### config.mk
export PLATFORM = sky130hd
export DESIGN_NAME = oc_pin_unit
export DESIGN_NICKNAME = d
export VERILOG_FILES = /design/src/rtl/oc_pkg.sv /design/src/rtl/oc_regs.sv /design/src/rtl/oc_channel.sv /design/src/rtl/oc_pin_unit.sv
export SDC_FILE = /design/constraint.sdc
export NUM_CORES = 1
export LEC_CHECK = 0
export ABC_AREA = 1
export BUFFER_PORTS_ARGS = -buffer_cell sky130_fd_sc_hd__buf_2
export CAP_MARGIN = 20
export CORE_MARGIN = 4
export CORE_UTILIZATION = 45
export DETAILED_ROUTE_END_ITERATION = 12
export GPL_TIMING_DRIVEN = 0
export HOLD_SLACK_MARGIN = 0.06
export PLACE_DENSITY_LB_ADDON = 0.12
export SLEW_MARGIN = 20
export SYNTH_ARGS = -nofsm -noshare
export SYNTH_HDL_FRONTEND = slang
export SYNTH_HIERARCHICAL = 1
export SYNTH_SLANG_ARGS = --single-unit
### constraint.sdc
create_clock -name clk -period 1.6 [get_ports clk]
set_input_delay 0.08 -clock clk [delete_from_list [all_inputs] [get_ports clk]]
set_output_delay 0.08 -clock clk [all_outputs]
set_load 0.01 [all_outputs]
### src/rtl/oc_pkg.sv
package oc_pkg;
   typedef enum logic [1:0] {
      ACT_NONE   = 2'b00,
      ACT_TOGGLE = 2'b01,
      ACT_CLEAR  = 2'b10,
      ACT_SET    = 2'b11
   } oc_act_e;

   localparam int ADDR_CTL_HI = 0;
   localparam int ADDR_CTL_LO = 1;
   localparam int ADDR_MASK   = 2;
   localparam int ADDR_MDATA  = 3;
   localparam int ADDR_SEL    = 4;
   localparam int ADDR_FLAGS  = 5;
   localparam int ADDR_CMP    = 8;
endpackage

### src/rtl/oc_regs.sv
module oc_regs
   import oc_pkg::*;
#(
   parameter int NCH = 8,
   parameter int CW  = 16,
   parameter int AW  = 4
) (
   input  logic                    clk,
   input  logic                    rst_n,
   input  logic                    wr_i,
   input  logic [AW-1:0]           addr_i,
   input  logic [CW-1:0]           wdata_i,
   input  logic [NCH-1:0]          match_i,
   output logic [2*NCH-1:0]        ctl_o,
   output logic [NCH-1:0]          mask_o,
   output logic [NCH-1:0]          mdata_o,
   output logic [NCH-1:0]          sel_o,
   output logic [NCH-1:0]          flags_o,
   output logic [NCH-1:0][CW-1:0]  cmp_o,
   output logic [CW-1:0]           rdata_o
);
   localparam int BYTE_W = 8;

   if (NCH != 8) begin : g_bad_nch
      $error("oc_regs: control layout needs exactly 8 channels");
   end
   if (CW < BYTE_W) begin : g_bad_cw
      $error("oc_regs: compare width below one byte");
   end
   if ((1 << AW) < ADDR_CMP + NCH) begin : g_bad_aw
      $error("oc_regs: address width too small for compare registers");
   end

   logic [BYTE_W-1:0] ctl_hi_q, ctl_lo_q;
   logic [NCH-1:0]    mask_q, mdata_q, sel_q, flags_q;

   function automatic logic hit(input logic [AW-1:0] a, input int target);
      return int'(a) == target;
   endfunction

   always_ff @(posedge clk or negedge rst_n) begin
      if (!rst_n) begin
         ctl_hi_q <= '0;
         ctl_lo_q <= '0;
         mask_q   <= '0;
         mdata_q  <= '0;
         sel_q    <= '0;
      end else if (wr_i) begin
         if (hit(addr_i, ADDR_CTL_HI)) ctl_hi_q <= wdata_i[BYTE_W-1:0];
         if (hit(addr_i, ADDR_CTL_LO)) ctl_lo_q <= wdata_i[BYTE_W-1:0];
         if (hit(addr_i, ADDR_MASK))   mask_q   <= wdata_i[NCH-1:0];
         if (hit(addr_i, ADDR_MDATA))  mdata_q  <= wdata_i[NCH-1:0];
         if (hit(addr_i, ADDR_SEL))    sel_q    <= wdata_i[NCH-1:0];
      end
   end

   logic [NCH-1:0] clr_w;
   assign clr_w = (wr_i && hit(addr_i, ADDR_FLAGS)) ? wdata_i[NCH-1:0] : '0;

   always_ff @(posedge clk or negedge rst_n) begin
      if (!rst_n) flags_q <= '0;
      else        flags_q <= (flags_q & ~clr_w) | match_i;
   end

   for (genvar n = 0; n < NCH; n++) begin : g_cmp
      logic [CW-1:0] cmp_q;
      always_ff @(posedge clk or negedge rst_n) begin
         if (!rst_n)                               cmp_q <= '0;
         else if (wr_i && hit(addr_i, ADDR_CMP + n)) cmp_q <= wdata_i;
      end
      assign cmp_o[n] = cmp_q;

      assert_flag_sticky_R11: assert property (@(posedge clk) disable iff (!rst_n)
         match_i[n] |=> flags_q[n])
         else $error("flag %0d not set after match", n);
   end

   always_comb begin
      rdata_o = '0;
      for (int i = 0; i < NCH; i++) begin
         if (hit(addr_i, ADDR_CMP + i)) rdata_o = cmp_o[i];
      end
      if (hit(addr_i, ADDR_CTL_HI)) rdata_o = CW'(ctl_hi_q);
      if (hit(addr_i, ADDR_CTL_LO)) rdata_o = CW'(ctl_lo_q);
      if (hit(addr_i, ADDR_MASK))   rdata_o = CW'(mask_q);
      if (hit(addr_i, ADDR_MDATA))  rdata_o = CW'(mdata_q);
      if (hit(addr_i, ADDR_SEL))    rdata_o = CW'(sel_q);
      if (hit(addr_i, ADDR_FLAGS))  rdata_o = CW'(flags_q);
   end

   assign ctl_o   = {ctl_hi_q, ctl_lo_q};
   assign mask_o  = mask_q;
   assign mdata_o = mdata_q;
   assign sel_o   = sel_q;
   assign flags_o = flags_q;
endmodule

### src/rtl/oc_channel.sv
module oc_channel
   import oc_pkg::*;
#(
   parameter int CW = 16
) (
   input  logic          clk,
   input  logic          rst_n,
   input  logic [CW-1:0] count_i,
   input  logic [CW-1:0] cmp_i,
   input  logic          sel_i,
   input  logic [1:0]    code_i,
   input  logic          mask_i,
   input  logic          m7_i,
   input  logic          mdata_i,
   input  logic          port_d_i,
   input  logic          ddr_i,
   output logic          match_o,
   output logic          pin_o,
   output logic          oe_o
);
   logic q_r;
   logic own_w;
   logic master_w;

   assign match_o  = sel_i && (count_i == cmp_i);
   assign master_w = m7_i && mask_i;
   assign own_w    = (code_i != ACT_NONE) || mask_i;

   always_ff @(posedge clk or negedge rst_n) begin
      if (!rst_n) begin
         q_r <= 1'b0;
      end else if (master_w) begin
         q_r <= mdata_i;
      end else if (match_o && !mask_i) begin
         unique case (oc_act_e'(code_i))
            ACT_NONE:   q_r <= q_r;
            ACT_TOGGLE: q_r <= ~q_r;
            ACT_CLEAR:  q_r <= 1'b0;
            ACT_SET:    q_r <= 1'b1;
         endcase
      end
   end

   assign pin_o = own_w ? q_r  : port_d_i;
   assign oe_o  = own_w ? 1'b1 : ddr_i;

   assert_toggle_R5: assert property (@(posedge clk) disable iff (!rst_n)
      (match_o && !mask_i && code_i == 2'b01) |=> (q_r != $past(q_r)))
      else $error("toggle action missed");
   assert_clear_R5: assert property (@(posedge clk) disable iff (!rst_n)
      (match_o && !mask_i && code_i == 2'b10) |=> !q_r)
      else $error("clear action missed");
   assert_set_R5: assert property (@(posedge clk) disable iff (!rst_n)
      (match_o && !mask_i && code_i == 2'b11) |=> q_r)
      else $error("set action missed");
   assert_mask_suppress_R8: assert property (@(posedge clk) disable iff (!rst_n)
      (mask_i && !m7_i) |=> $stable(q_r))
      else $error("masked channel changed without master match");
   assert_master_load_R9: assert property (@(posedge clk) disable iff (!rst_n)
      (m7_i && mask_i) |=> (q_r == $past(mdata_i)))
      else $error("master load missed");
endmodule

### src/rtl/oc_pin_unit.sv
module oc_pin_unit
   import oc_pkg::*;
#(
   parameter int NCH = 8,
   parameter int CW  = 16,
   parameter int AW  = 4,
   parameter int MASTER_CH = NCH - 1
) (
   input  logic           clk,
   input  logic           rst_n,
   input  logic           bus_wr_i,
   input  logic [AW-1:0]  bus_addr_i,
   input  logic [CW-1:0]  bus_wdata_i,
   output logic [CW-1:0]  bus_rdata_o,
   input  logic [CW-1:0]  count_i,
   input  logic [NCH-1:0] port_d_i,
   input  logic [NCH-1:0] port_ddr_i,
   output logic [NCH-1:0] pin_o,
   output logic [NCH-1:0] pin_oe_o
);
   if (MASTER_CH < 0 || MASTER_CH >= NCH) begin : g_bad_master
      $error("oc_pin_unit: master channel out of range");
   end

   logic [2*NCH-1:0]       ctl_w;
   logic [NCH-1:0]         mask_w, mdata_w, sel_w, flags_w, match_w;
   logic [NCH-1:0][CW-1:0] cmp_w;
   logic                   m7_w;

   oc_regs #(.NCH(NCH), .CW(CW), .AW(AW)) u_regs (
      .clk(clk), .rst_n(rst_n),
      .wr_i(bus_wr_i), .addr_i(bus_addr_i), .wdata_i(bus_wdata_i),
      .match_i(match_w),
      .ctl_o(ctl_w), .mask_o(mask_w), .mdata_o(mdata_w), .sel_o(sel_w),
      .flags_o(flags_w), .cmp_o(cmp_w), .rdata_o(bus_rdata_o)
   );

   assign m7_w = match_w[MASTER_CH];

   for (genvar n = 0; n < NCH; n++) begin : g_ch
      oc_channel #(.CW(CW)) u_ch (
         .clk(clk), .rst_n(rst_n),
         .count_i(count_i), .cmp_i(cmp_w[n]), .sel_i(sel_w[n]),
         .code_i(ctl_w[2*n+1 -: 2]), .mask_i(mask_w[n]),
         .m7_i(m7_w), .mdata_i(mdata_w[n]),
         .port_d_i(port_d_i[n]), .ddr_i(port_ddr_i[n]),
         .match_o(match_w[n]), .pin_o(pin_o[n]), .oe_o(pin_oe_o[n])
      );

      assert_unselected_quiet_R4: assert property (@(posedge clk) disable iff (!rst_n)
         (!sel_w[n] && !(m7_w && mask_w[n]) && !$past(flags_w[n]) && !(bus_wr_i && int'(bus_addr_i) == ADDR_FLAGS))
            |=> !flags_w[n] || $past(flags_w[n]))
         else $error("unselected channel raised its flag");
   end
endmodule

== Word level (Yosys, flattened, before mapping) ==
Index checks and enable logic that the tools add are counted.

* Bits of input ports: 55
* Register bits after elaboration: 184
* Logic and storage cells: 228
* Output and inout port bits: 32

* Bitwise operators: 11
* Reduce and logical (&&, ||, !) cells: 87
* Eq/ne operators: 53
* Multiplexer cells: 55

{| class="wikitable"
|+ Operators with widths
! kind !! count
|-
| 2-to-1 mux 16 bit || 14
|-
| == test 16 bit || 8
|-
| logical AND 1 bit || 33
|-
| == test 2 bit (second input constant) || 16
|-
| 2-to-1 mux 1 bit || 32
|-
| nonzero test 2 bit || 16
|-
| AND reduction 2 bit || 13
|-
| == test 4 bit (second input constant) || 6
|-
| one-hot mux 1 bit (3 select lines) || 8
|-
| == test 2 x 1 -> 1 bit (second input constant) || 8
|-
| == test 4 x 3 -> 1 bit (second input constant) || 4
|-
| zero test 2 bit || 8
|-
| inequality test 2 x 1 -> 1 bit (second input constant) || 8
|-
| bitwise AND 8 bit || 1
|-
| == test 4 x 2 -> 1 bit (second input constant) || 2
|-
| zero test 1 bit || 8
|-
| logical OR 1 bit || 8
|-
| 2-to-1 mux 8 bit || 1
|-
| NOT 1 bit || 8
|-
| NOT 8 bit || 1
|-
| OR 8 bit || 1
|-
| == test 4 x 1 -> 1 bit (second input constant) || 1
|-
| zero test 4 bit || 1
|}

== Logic depth before layout (Yosys ltp) ==
Gate-level depths: netlist of run 1.

* Word-level depth: 15
* Depth in mapped cells: 13
* Depth with buffers taken out: 13

== Cells and area by module ==
The synthesis of run 1 kept the hierarchy.

{| class="wikitable"
|+ By module, submodules not included
! module !! area each (µm²) !! cells an instance !! seq. area each (µm²) !! times used
|-
| oc_regs || 7,812.5 || 936 || 4,404.2 || 1
|-
| oc_channel || 514.2 || 112 || 25.0 || 8
|}

== Worst setup path before layout of run 1 ==
OpenSTA, ideal clock, no wires.

* Path type: register -> register
* Start point: register u_regs.g_cmp[7].cmp_q[11]
* End point: register g_ch[0].u_ch.q_r
* Cell stages (with the launch flop): 13
* Clock period less this slack: 1,704 ps
* Library setup time: 117 ps
* Slack: -104 ps
* Data arrival time: 1,587 ps
* Path buffers: 0
* Required time: 1,483 ps
* Cell sequence: dfrtp_1 nand2_1 nand2_1 nor3b_2 nand4_1 nor2_1 nand2_1 nor2_1 nand2_1 nor2_1 a21oi_1 nand2_1 nand2_1

* Word-level cells in the longest chain between the ends: 5
* Elaborated cells between the ends (all ways): 7
* Those cells by class: eq/ne (2); mux (1); reduce/logical (4)

{| class="wikitable"
|+ Ends and longest elaborated chain
! element !! RTL line !! RTL
|-
| start, declared || oc_regs.sv:66 || <nowiki>logic [CW-1:0] cmp_q;</nowiki>
|-
| start signal, assigned || oc_regs.sv:69 || <nowiki>else if (wr_i && hit(addr_i, ADDR_CMP + n)) cmp_q <= wdata_i;</nowiki>
|-
| == test 16 bit (*) || oc_channel.sv:25 || <nowiki>assign match_o = sel_i && (count_i == cmp_i);</nowiki>
|-
| logical AND 1 bit (*) || oc_channel.sv:25 ||
|-
| via m7_w || oc_pin_unit.sv:28 || <nowiki>logic m7_w;</nowiki>
|-
| logical AND 1 bit (*) || oc_channel.sv:26 || <nowiki>assign master_w = m7_i && mask_i;</nowiki>
|-
| inequality test 2 x 1 -> 1 bit (no line) or nonzero test 2 bit (tied branches) || -- ||
|-
| AND reduction 2 bit (no line) || -- ||
|-
| end signal, assigned || oc_channel.sv:33 || <nowiki>q_r <= mdata_i;</nowiki>
|-
| end signal, assigned || oc_channel.sv:36 || <nowiki>ACT_NONE: q_r <= q_r;</nowiki>
|-
| end signal, assigned || oc_channel.sv:37 || <nowiki>ACT_TOGGLE: q_r <= ~q_r;</nowiki>
|-
| end, declared || oc_channel.sv:21 || <nowiki>logic q_r;</nowiki>
|}

The timed path passes the listed nets; every way through them passes the cells marked *.
A chain may end at the register's enable or synchronous reset.

== Worst setup path after layout of run 1 ==
* Start point: register u_regs.g_cmp[0].cmp_q[7]
* End point: output bus_rdata_o[7]

* Word-level cells in the longest chain between the ends: 14

{| class="wikitable"
|+ Ends and longest elaborated chain
! element !! RTL line !! RTL
|-
| start, declared || oc_regs.sv:66 ||
|-
| start signal, assigned || oc_regs.sv:69 ||
|-
| 2-to-1 mux 16 bit (8 in a row) || oc_regs.sv:81 || <nowiki>if (hit(addr_i, ADDR_CMP + i)) rdata_o = cmp_o[i];</nowiki>
|-
| 2-to-1 mux 16 bit || oc_regs.sv:83 || <nowiki>if (hit(addr_i, ADDR_CTL_HI)) rdata_o = CW'(ctl_hi_q);</nowiki>
|-
| 2-to-1 mux 16 bit || oc_regs.sv:84 || <nowiki>if (hit(addr_i, ADDR_CTL_LO)) rdata_o = CW'(ctl_lo_q);</nowiki>
|-
| 2-to-1 mux 16 bit || oc_regs.sv:85 || <nowiki>if (hit(addr_i, ADDR_MASK)) rdata_o = CW'(mask_q);</nowiki>
|-
| 2-to-1 mux 16 bit || oc_regs.sv:86 || <nowiki>if (hit(addr_i, ADDR_MDATA)) rdata_o = CW'(mdata_q);</nowiki>
|-
| 2-to-1 mux 16 bit || oc_regs.sv:87 || <nowiki>if (hit(addr_i, ADDR_SEL)) rdata_o = CW'(sel_q);</nowiki>
|-
| 2-to-1 mux 16 bit || oc_regs.sv:88 || <nowiki>if (hit(addr_i, ADDR_FLAGS)) rdata_o = CW'(flags_q);</nowiki>
|-
| end, declared || oc_pin_unit.sv:14 || <nowiki>output logic [CW-1:0] bus_rdata_o,</nowiki>
|}

No other way between the ends.

==> flow_summary.json, run 1 <==
{
  "run_status": "complete, but fails checks",
  "violations": "setup timing",
  "globalRoute.totalOverflow": 0,
  "peak_fanout_along_the_critical_path": 2,
  "seq_area_frac_synth_pct": 38.61,
  "routabilityCongestion": 0.9729,
  "cts_tree": "yes",
  "layout_worst_path_cycle_share_pct": 127.0,
  "dpl-instance-area_um2": 12840,
  "die_w_um": 170.8,
  "worst-path-buf-inv": 1,
  "r2r_cells": 13,
  "path_clk_slew_ns": 0.08,
  "routedWlPerCell_um": 18.63,
  "numCtsBuffers": 17,
  "synth-edff-count": 0,
  "ctsRootBufferMaster": "sky130_fd_sc_hd__clkbuf_16",
  "finish.net_count": 2081,
  "critPathMaxStageDelay_ns": 0.41,
  "synth_area_um2": 11930,
  "initial_antenna_violation_count": 0,
  "routed_via_density": 5.362,
  "reg2reg_setup_slack_ns": -0.35,
  "design_power_total_w": 0.01584,
  "start_util_pct": 45.77,
  "cap_viol_max_count": 0,
  "post-route-drc-count": 0,
  "path_delay_family": "simple AND/OR/NAND/NOR gates",
  "grt_setup_unrepaired": "yes",
  "syn_area_per_cell_um2": 6.510,
  "finalCriticalPeriod_ns": 2.032,
  "finalSetupViolations": 32,
  "final_critical_path_setup_slack_ns": -0.4317,
  "cp_data_required_time_ns": 1.52,
  "irDropWorstVdd_v": 0.0007317,
  "grt_first_pass_wirelength_um": 65940,
  "power.density_cell_area_nw_per_um2": 1062,
  "timing.hold.ws_ns": 0.06343,
  "port-buffer-count": 86,
  "worstPathArrival_ns": 1.95,
  "report.final.slew_viol_count": 0,
  "area_contributors_post_synth": "sky130_fd_sc_hd__dfrtp_1, sky130_fd_sc_hd__nand2_1, sky130_fd_sc_hd__inv_1",
  "synth-seq-cells": 184,
  "r2r_end": "g_ch[1].u_ch/q_r",
  "syn-instance-count": 1832,
  "cp-endpoint": "bus_rdata_o[7]",
  "antenna_fix_cells": 0,
  "finalWirelength_um": 44200,
  "final_cell_area_um2": 14920,
  "post-synth-top-area-cell": "sky130_fd_sc_hd__dfrtp_1",
  "final.setup_skew_ns": 0.01595,
  "cp_num_cells": 9,
  "clock_latency_ns": 0.44,
  "layout-drive-gt1-share_pct": 19.82,
  "count_of_warnings_emitted_by_yosys": 6,
  "dp_hpwl_um": 32150,
  "critical_path.reg2reg.startpoint": "u_regs/g_cmp[7].cmp_q[11]",
  "grt_usage_pct": 29.67,
  "grt_max_degree": 79,
  "synthDistinctLibCells": 37,
  "endpoint_kind": "primary output",
  "hp-class": "in2reg",
  "tightest_slew_ns": 0.9269,
  "pin_count": 87,
  "relSlewSlack_pct": 38.21,
  "crit_path_cell_trace": "nand2_2 > nand3_4 > nor2_4 > nand4_1 > nand2_1 > nand3_2 > nor2_2 > nand3b_1 > buf_2",
  "asyncSetResetFlopFracSynth_pct": 100.0,
  "drtAntennaViolNets": 0,
  "power.static_leakage_nw": 7.677,
  "drtPass1Iterations": 6,
  "setup_crit_start_kind": "register",
  "drtIter0Drc": 1493,
  "achievable-frequency_mhz": 492.2,
  "final-hold-violation-count": 0,
  "vias": 12720,
  "critPathKind": "reg2out",
  "clkSinkCount": 184,
  "first_global_vias": 11510,
  "htreeDepth": 4,
  "synth_top_area_share_pct": 38.61,
  "fp.dieArea_um2": 29170,
  "setup.worst_path.start": "u_regs/g_cmp[0].cmp_q[7]",
  "worst_path_max_delay_cell": "sky130_fd_sc_hd__dfrtp_1",
  "die_height_um": 170.8,
  "clock_tree.buffer_depth": 2,
  "area_growth_pct": 25.06,
  "floorplan.rows": 59,
  "core_region_area_um2": 26060,
  "synth_ff_type": "sky130_fd_sc_hd__dfrtp_1",
  "synth.net_count": 1887
}
## kinds of logic after synthesis
logic type / Yosys count / share of synthesized area (%)
AND/OR/NAND/NOR: 1044 / 36.84
AO/OA/AOI/OAI: 244 / 11.05
XOR/XNOR: 32 / 2.350
buffers and inverters: 320 / 10.40
flip-flops: 184 / 38.61
multiplexers: 8 / 0.7554
## sequential cells by signal (all words and copies together) (netlist names)
name / flops
g_ch.u_ch/q_r: 8
u_regs/ctl_hi_q: 8
u_regs/ctl_lo_q: 8
u_regs/flags_o: 8
u_regs/g_cmp.cmp_q: 128
u_regs/mask_o: 8
u_regs/mdata_o: 8
u_regs/sel_o: 8
## layer usage
layer | wire length (um) | GRT usage (%) | vias up
met5 | 0 | 0 | -
li1 | - | - | 6125
met3 | 3613 | 4.321 | 83
met4 | 1478 | 9.271 | 0
met2 | 19500 | 45.65 | 586
met1 | 19610 | 43.39 | 5930
## report_power, final
| group | switching [W] | internal [W] | leakage (nW) |
|---|---|---|---|
| clock network | 0.00207 | 0.00219 | 0.270 |
| logic | 0.00286 | 0.00212 | 5.08 |
| registers | 0.00105 | 0.00554 | 2.33 |
| total | 0.00598 | 0.00986 | 7.68 |
## worst min-delay path by stage
stage                    start                         to  slack [ns]  depth (start not counted)
2_1_floorplan            rst_n           g_ch[0].u_ch/q_r       -0.22                          0
3_3_place_gp    bus_wdata_i[2]           u_regs/mask_o[2]        0.40                          3
3_5_place_dp             rst_n           g_ch[1].u_ch/q_r       -0.02                          1
4_1_cts        bus_wdata_i[10]  u_regs/g_cmp[6].cmp_q[10]        0.07                          3
5_1_grt        bus_wdata_i[10]  u_regs/g_cmp[3].cmp_q[10]        0.07                          3
6_report       bus_wdata_i[10]  u_regs/g_cmp[6].cmp_q[10]        0.06                          3
## synthesized netlist by cell type (8+ instances only)
master	n
sky130_fd_sc_hd__nor3_1	9
sky130_fd_sc_hd__inv_1	253
sky130_fd_sc_hd__nor2_2	11
sky130_fd_sc_hd__o21ai_1	28
sky130_fd_sc_hd__nand2_2	17
sky130_fd_sc_hd__nor3b_2	8
sky130_fd_sc_hd__nor3b_1	8
sky130_fd_sc_hd__nand3b_1	10
sky130_fd_sc_hd__o21ai_0	168
sky130_fd_sc_hd__nand2_1	633
sky130_fd_sc_hd__nand4_1	46
sky130_fd_sc_hd__clkinv_1	9
sky130_fd_sc_hd__xnor2_1	32
sky130_fd_sc_hd__clkbuf_1	32
sky130_fd_sc_hd__nor2_1	236
sky130_fd_sc_hd__and3_1	9
sky130_fd_sc_hd__a21oi_1	30
sky130_fd_sc_hd__buf_2	12
sky130_fd_sc_hd__o2111ai_1	8
sky130_fd_sc_hd__mux2_2	8
sky130_fd_sc_hd__nand3_1	39
sky130_fd_sc_hd__nor4_1	8
sky130_fd_sc_hd__dfrtp_1	184
## placed cells by master, fill, tap and decap left out, drive strengths merged
cell type    synthesis  layout
nand2              650     650
inv                261     269
nor2               252     252
o21ai              196     196
dfrtp              184     184
buf                 16     180
clkbuf              33      53
nand4               46      46
nand3               39      39
xnor2               32      32
a21oi               30      30
nor3b               16      16
clkinv              10      11
nand3b              10      10
dlygate4sd3          0       9
and3                 9       9
nor3                 9       9
mux2                 8       8
o2111ai              8       8
nor4                 8       8
a221oi               6       6
or2                  5       5
clkinvlp             0       3
a22o                 2       2
bufinv               0       1
a211oi               1       1
o211ai               1       1
## what timing repair did
item | CTS | global route
endpoints found under the hold margin | 137 | 0
resized for setup | 110 | 84
endpoints found under the setup margin | 33 | 43
hold buffers | 9 | 0
buffers inserted | 69 | 12
pin swaps | 50 | 63
cloned | 0 | 1
## final cells by class
class                      count  area (um^2)
clock buffer                  18        429.2
inverter                     271         1025
clock inverter                13        135.1
fill                        2485        11140
buffer                        49        230.2
timing repair buffer         175         1255
multi-input combinational   1328         6788
sequential                   184         4634
tap                          335        419.2
## per-stage QoR
stage          std cells  utilization, %  setup slack (ns)  TNS, ns
3_3_place_gp        2253           49.04            -2.733  -511.97
3_5_place_dp        2255           49.29           -0.6619   -16.67
2_1_floorplan       1832               -           0.01408        0
6_report            2373           57.24           -0.4317   -7.083
4_1_cts             2364           55.54           -0.3898   -6.168
5_1_grt             2373           57.24           -0.5124   -9.207
## worst reg2reg max path, stage by stage (launching register included)
cell and delay, ns:
sky130_fd_sc_hd__dfrtp_2 0.45, sky130_fd_sc_hd__nand2_2 0.10, sky130_fd_sc_hd__nand2_2 0.06, sky130_fd_sc_hd__nor3b_2 0.16, sky130_fd_sc_hd__nand4_1 0.12, sky130_fd_sc_hd__nor2_1 0.11
sky130_fd_sc_hd__nand2_1 0.09, sky130_fd_sc_hd__nor2_4 0.21, sky130_fd_sc_hd__buf_12 0.21, sky130_fd_sc_hd__nand2_4 0.09, sky130_fd_sc_hd__nor2_2 0.09, sky130_fd_sc_hd__a21oi_1 0.05
sky130_fd_sc_hd__nand2_1 0.06, sky130_fd_sc_hd__nand2_1 0.04
(Power assumes the default switching activity.)
==> run 2, diff against run 1 <==
- SETUP_SLACK_MARGIN: unset -> 0.5
==> run 2 against run 1 <==
The run still ends with setup timing left. Cell count increased by 0.88%. Count of clock-buffer cells in the layout unchanged. Sequential power about the same. Worst setup slack improved by 0.027 ns. Sequential share of layout area decreased by 0.72 points. Core utilization increased by 1.4 points. Register-to-register slack improved by 0.06 ns.
==> flow_summary.json, run 2 (synthesized netlist as in run 1, its figures left out) <==
{
  "die_height_um": 170.8,
  "final_common_cell": "sky130_fd_sc_hd__nand2_1",
  "initial_antenna_violation_count": 1,
  "finish.net_count": 2100,
  "globalRoute.totalOverflow": 0,
  "cap_viol_max_count": 0,
  "port-buffer-count": 86,
  "hp-class": "in2reg",
  "drtPass1Iterations": 6,
  "peak_fanout_along_the_critical_path": 2,
  "dp_hpwl_um": 33100,
  "die_w_um": 170.8,
  "grt_usage_pct": 31.39,
  "cts_tree": "yes",
  "most-common-layout-cells": "sky130_fd_sc_hd__nand2_1, sky130_fd_sc_hd__inv_1, sky130_fd_sc_hd__nor2_1",
  "count_of_placed_standard_cells_in_the_final_layout_fillers_left_out": 2394,
  "run_status": "complete, but fails checks",
  "largest-register": "u_regs/g_cmp.cmp_q",
  "power.static_leakage_nw": 7.879,
  "finalCriticalPeriod_ns": 2.005,
  "finalSetupTns_ns": -6.341,
  "fill_cells": 2514,
  "power.density_cell_area_nw_per_um2": 1055,
  "fp.dieArea_um2": 29170,
  "pin_count": 87,
  "clkSinkCount": 184,
  "path_clk_slew_ns": 0.08,
  "core_region_area_um2": 26060,
  "layout-drive-gt1-share_pct": 23.86,
  "count_of_placed_standard_cells_including_taps": 2255,
  "ctsRootBufferMaster": "sky130_fd_sc_hd__clkbuf_16",
  "final-hold-violation-count": 0,
  "worstPathArrival_ns": 1.92,
  "cp_data_required_time_ns": 1.52,
  "setup_crit_start_kind": "register",
  "post-route-drc-count": 0,
  "violations": "setup timing",
  "area_growth_pct": 28.22,
  "finalSetupViolations": 32,
  "grt_setup_unrepaired": "yes",
  "routed_via_density": 5.401,
  "final.setup_skew_ns": 0.01454,
  "vias": 12930,
  "layout_worst_path_cycle_share_pct": 125.3,
  "largest_register_ff_count": 128,
  "routabilityCongestion": 0.9550,
  "start_util_pct": 45.77,
  "achievable-frequency_mhz": 498.9,
  "critPathKind": "reg2out",
  "htreeDepth": 4,
  "clock_latency_ns": 0.44,
  "drtAntennaViolNets": 0,
  "report.final.slew_viol_count": 0,
  "irDropWorstVdd_v": 0.0007112,
  "drtIter0Drc": 1470,
  "clock_tree.buffer_depth": 2,
  "relSlewSlack_pct": 25.69,
  "floorplan.rows": 59,
  "grt_max_degree": 93,
  "first_global_vias": 11860,
  "grt_first_pass_wirelength_um": 69080,
  "endpoint_kind": "primary output",
  "final_critical_path_setup_slack_ns": -0.4045,
  "finalWirelength_um": 46210,
  "dp_worst_setup_slack_ns": -0.5705,
  "numCtsBuffers": 17,
  "tightest_slew_ns": 1.115,
  "routedWlPerCell_um": 19.30
}
run 2: what timing repair did:
action | 4_1_cts | 5_1_grt
hold buffers | 14 | 0
hold endpoints to repair | 213 | 0
pin swaps | 73 | 86
setup endpoints to repair | 168 | 196
gates resized for setup | 149 | 155
setup buffers | 76 | 16
run 2: power by group:
part / internal (W) / leakage [nW] / switching [W]
sequential: 0.00554 / 2.32 / 0.00107
clock: 0.00211 / 0.284 / 0.00213
combinational: 0.00229 / 5.27 / 0.00298
total: 0.00995 / 7.88 / 0.00618
run 2: layout make-up:
type / instances / area, um^2 / area share, %
Tap cell: 335 / 419.2 / 2.741
Inverter: 271 / 1030 / 6.734
Timing Repair Buffer: 194 / 1469 / 9.606
Sequential cell: 184 / 4641 / 30.35
Clock inverter: 14 / 127.6 / 0.8346
Antenna cell: 1 / 2.502 / 0.01636
Multi-Input combinational cell: 1328 / 6864 / 44.89
Buffer: 49 / 300.3 / 1.964
Clock buffer: 18 / 439.2 / 2.872
run 2: path summary, 6_finish.rpt:
kind	start	to	slack [ns]	depth (start not counted)
worst max-delay path	u_regs/g_cmp[0].cmp_q[7]	bus_rdata_o[7]	-0.40	9
worst min-delay path	bus_wdata_i[14]	u_regs/g_cmp[7].cmp_q[14]	0.07	3
worst max register to register	u_regs/g_cmp[7].cmp_q[4]	g_ch[3].u_ch/q_r	-0.29	13
worst min register to register	u_regs/flags_o[3]	u_regs/flags_o[3]	0.51	2
max in group asynchronous	rst_n	u_regs/g_cmp[5].cmp_q[8]	0.68	3
min in group asynchronous	rst_n	g_ch[1].u_ch/q_r	0.10	2
run 2: metrics by stage:
stage	hold slack [ns]	total power, W	util (%)	instance area (um^2)
finish	0.07160	0.01613	58.68	15290
global route	0.09096	0.01707	58.67	15290
CTS	0.06616	0.01571	56.77	14790
detailed placement	-0.03984	0.01055	49.48	12890
global placement	0.3990	0.01044	49.23	12830
floorplan	-0.2156	0.008982	-	11980
run 2: layer usage:
| metal | vias to the layer above | global-route usage (%) | wire, um |
|---|---|---|---|
| li1 | 6169 | - | - |
| met1 | 6042 | 45.38 | 20410 |
| met2 | 629 | 48.01 | 20040 |
| met3 | 90 | 4.852 | 4205 |
| met4 | 0 | 11.22 | 1551 |
| met5 | - | 0 | 0 |
run 2: critical path, cell delays in order, from the launching register on:
cell and delay [ns]:
sky130_fd_sc_hd__dfrtp_1 0.40, sky130_fd_sc_hd__nand2_2 0.10, sky130_fd_sc_hd__nand3_4 0.09, sky130_fd_sc_hd__nor2_4 0.11, sky130_fd_sc_hd__nand4_1 0.18, sky130_fd_sc_hd__nand2_1 0.16
sky130_fd_sc_hd__nand3_2 0.08, sky130_fd_sc_hd__nor2_2 0.12, sky130_fd_sc_hd__nand3b_1 0.09, sky130_fd_sc_hd__buf_2 0.15
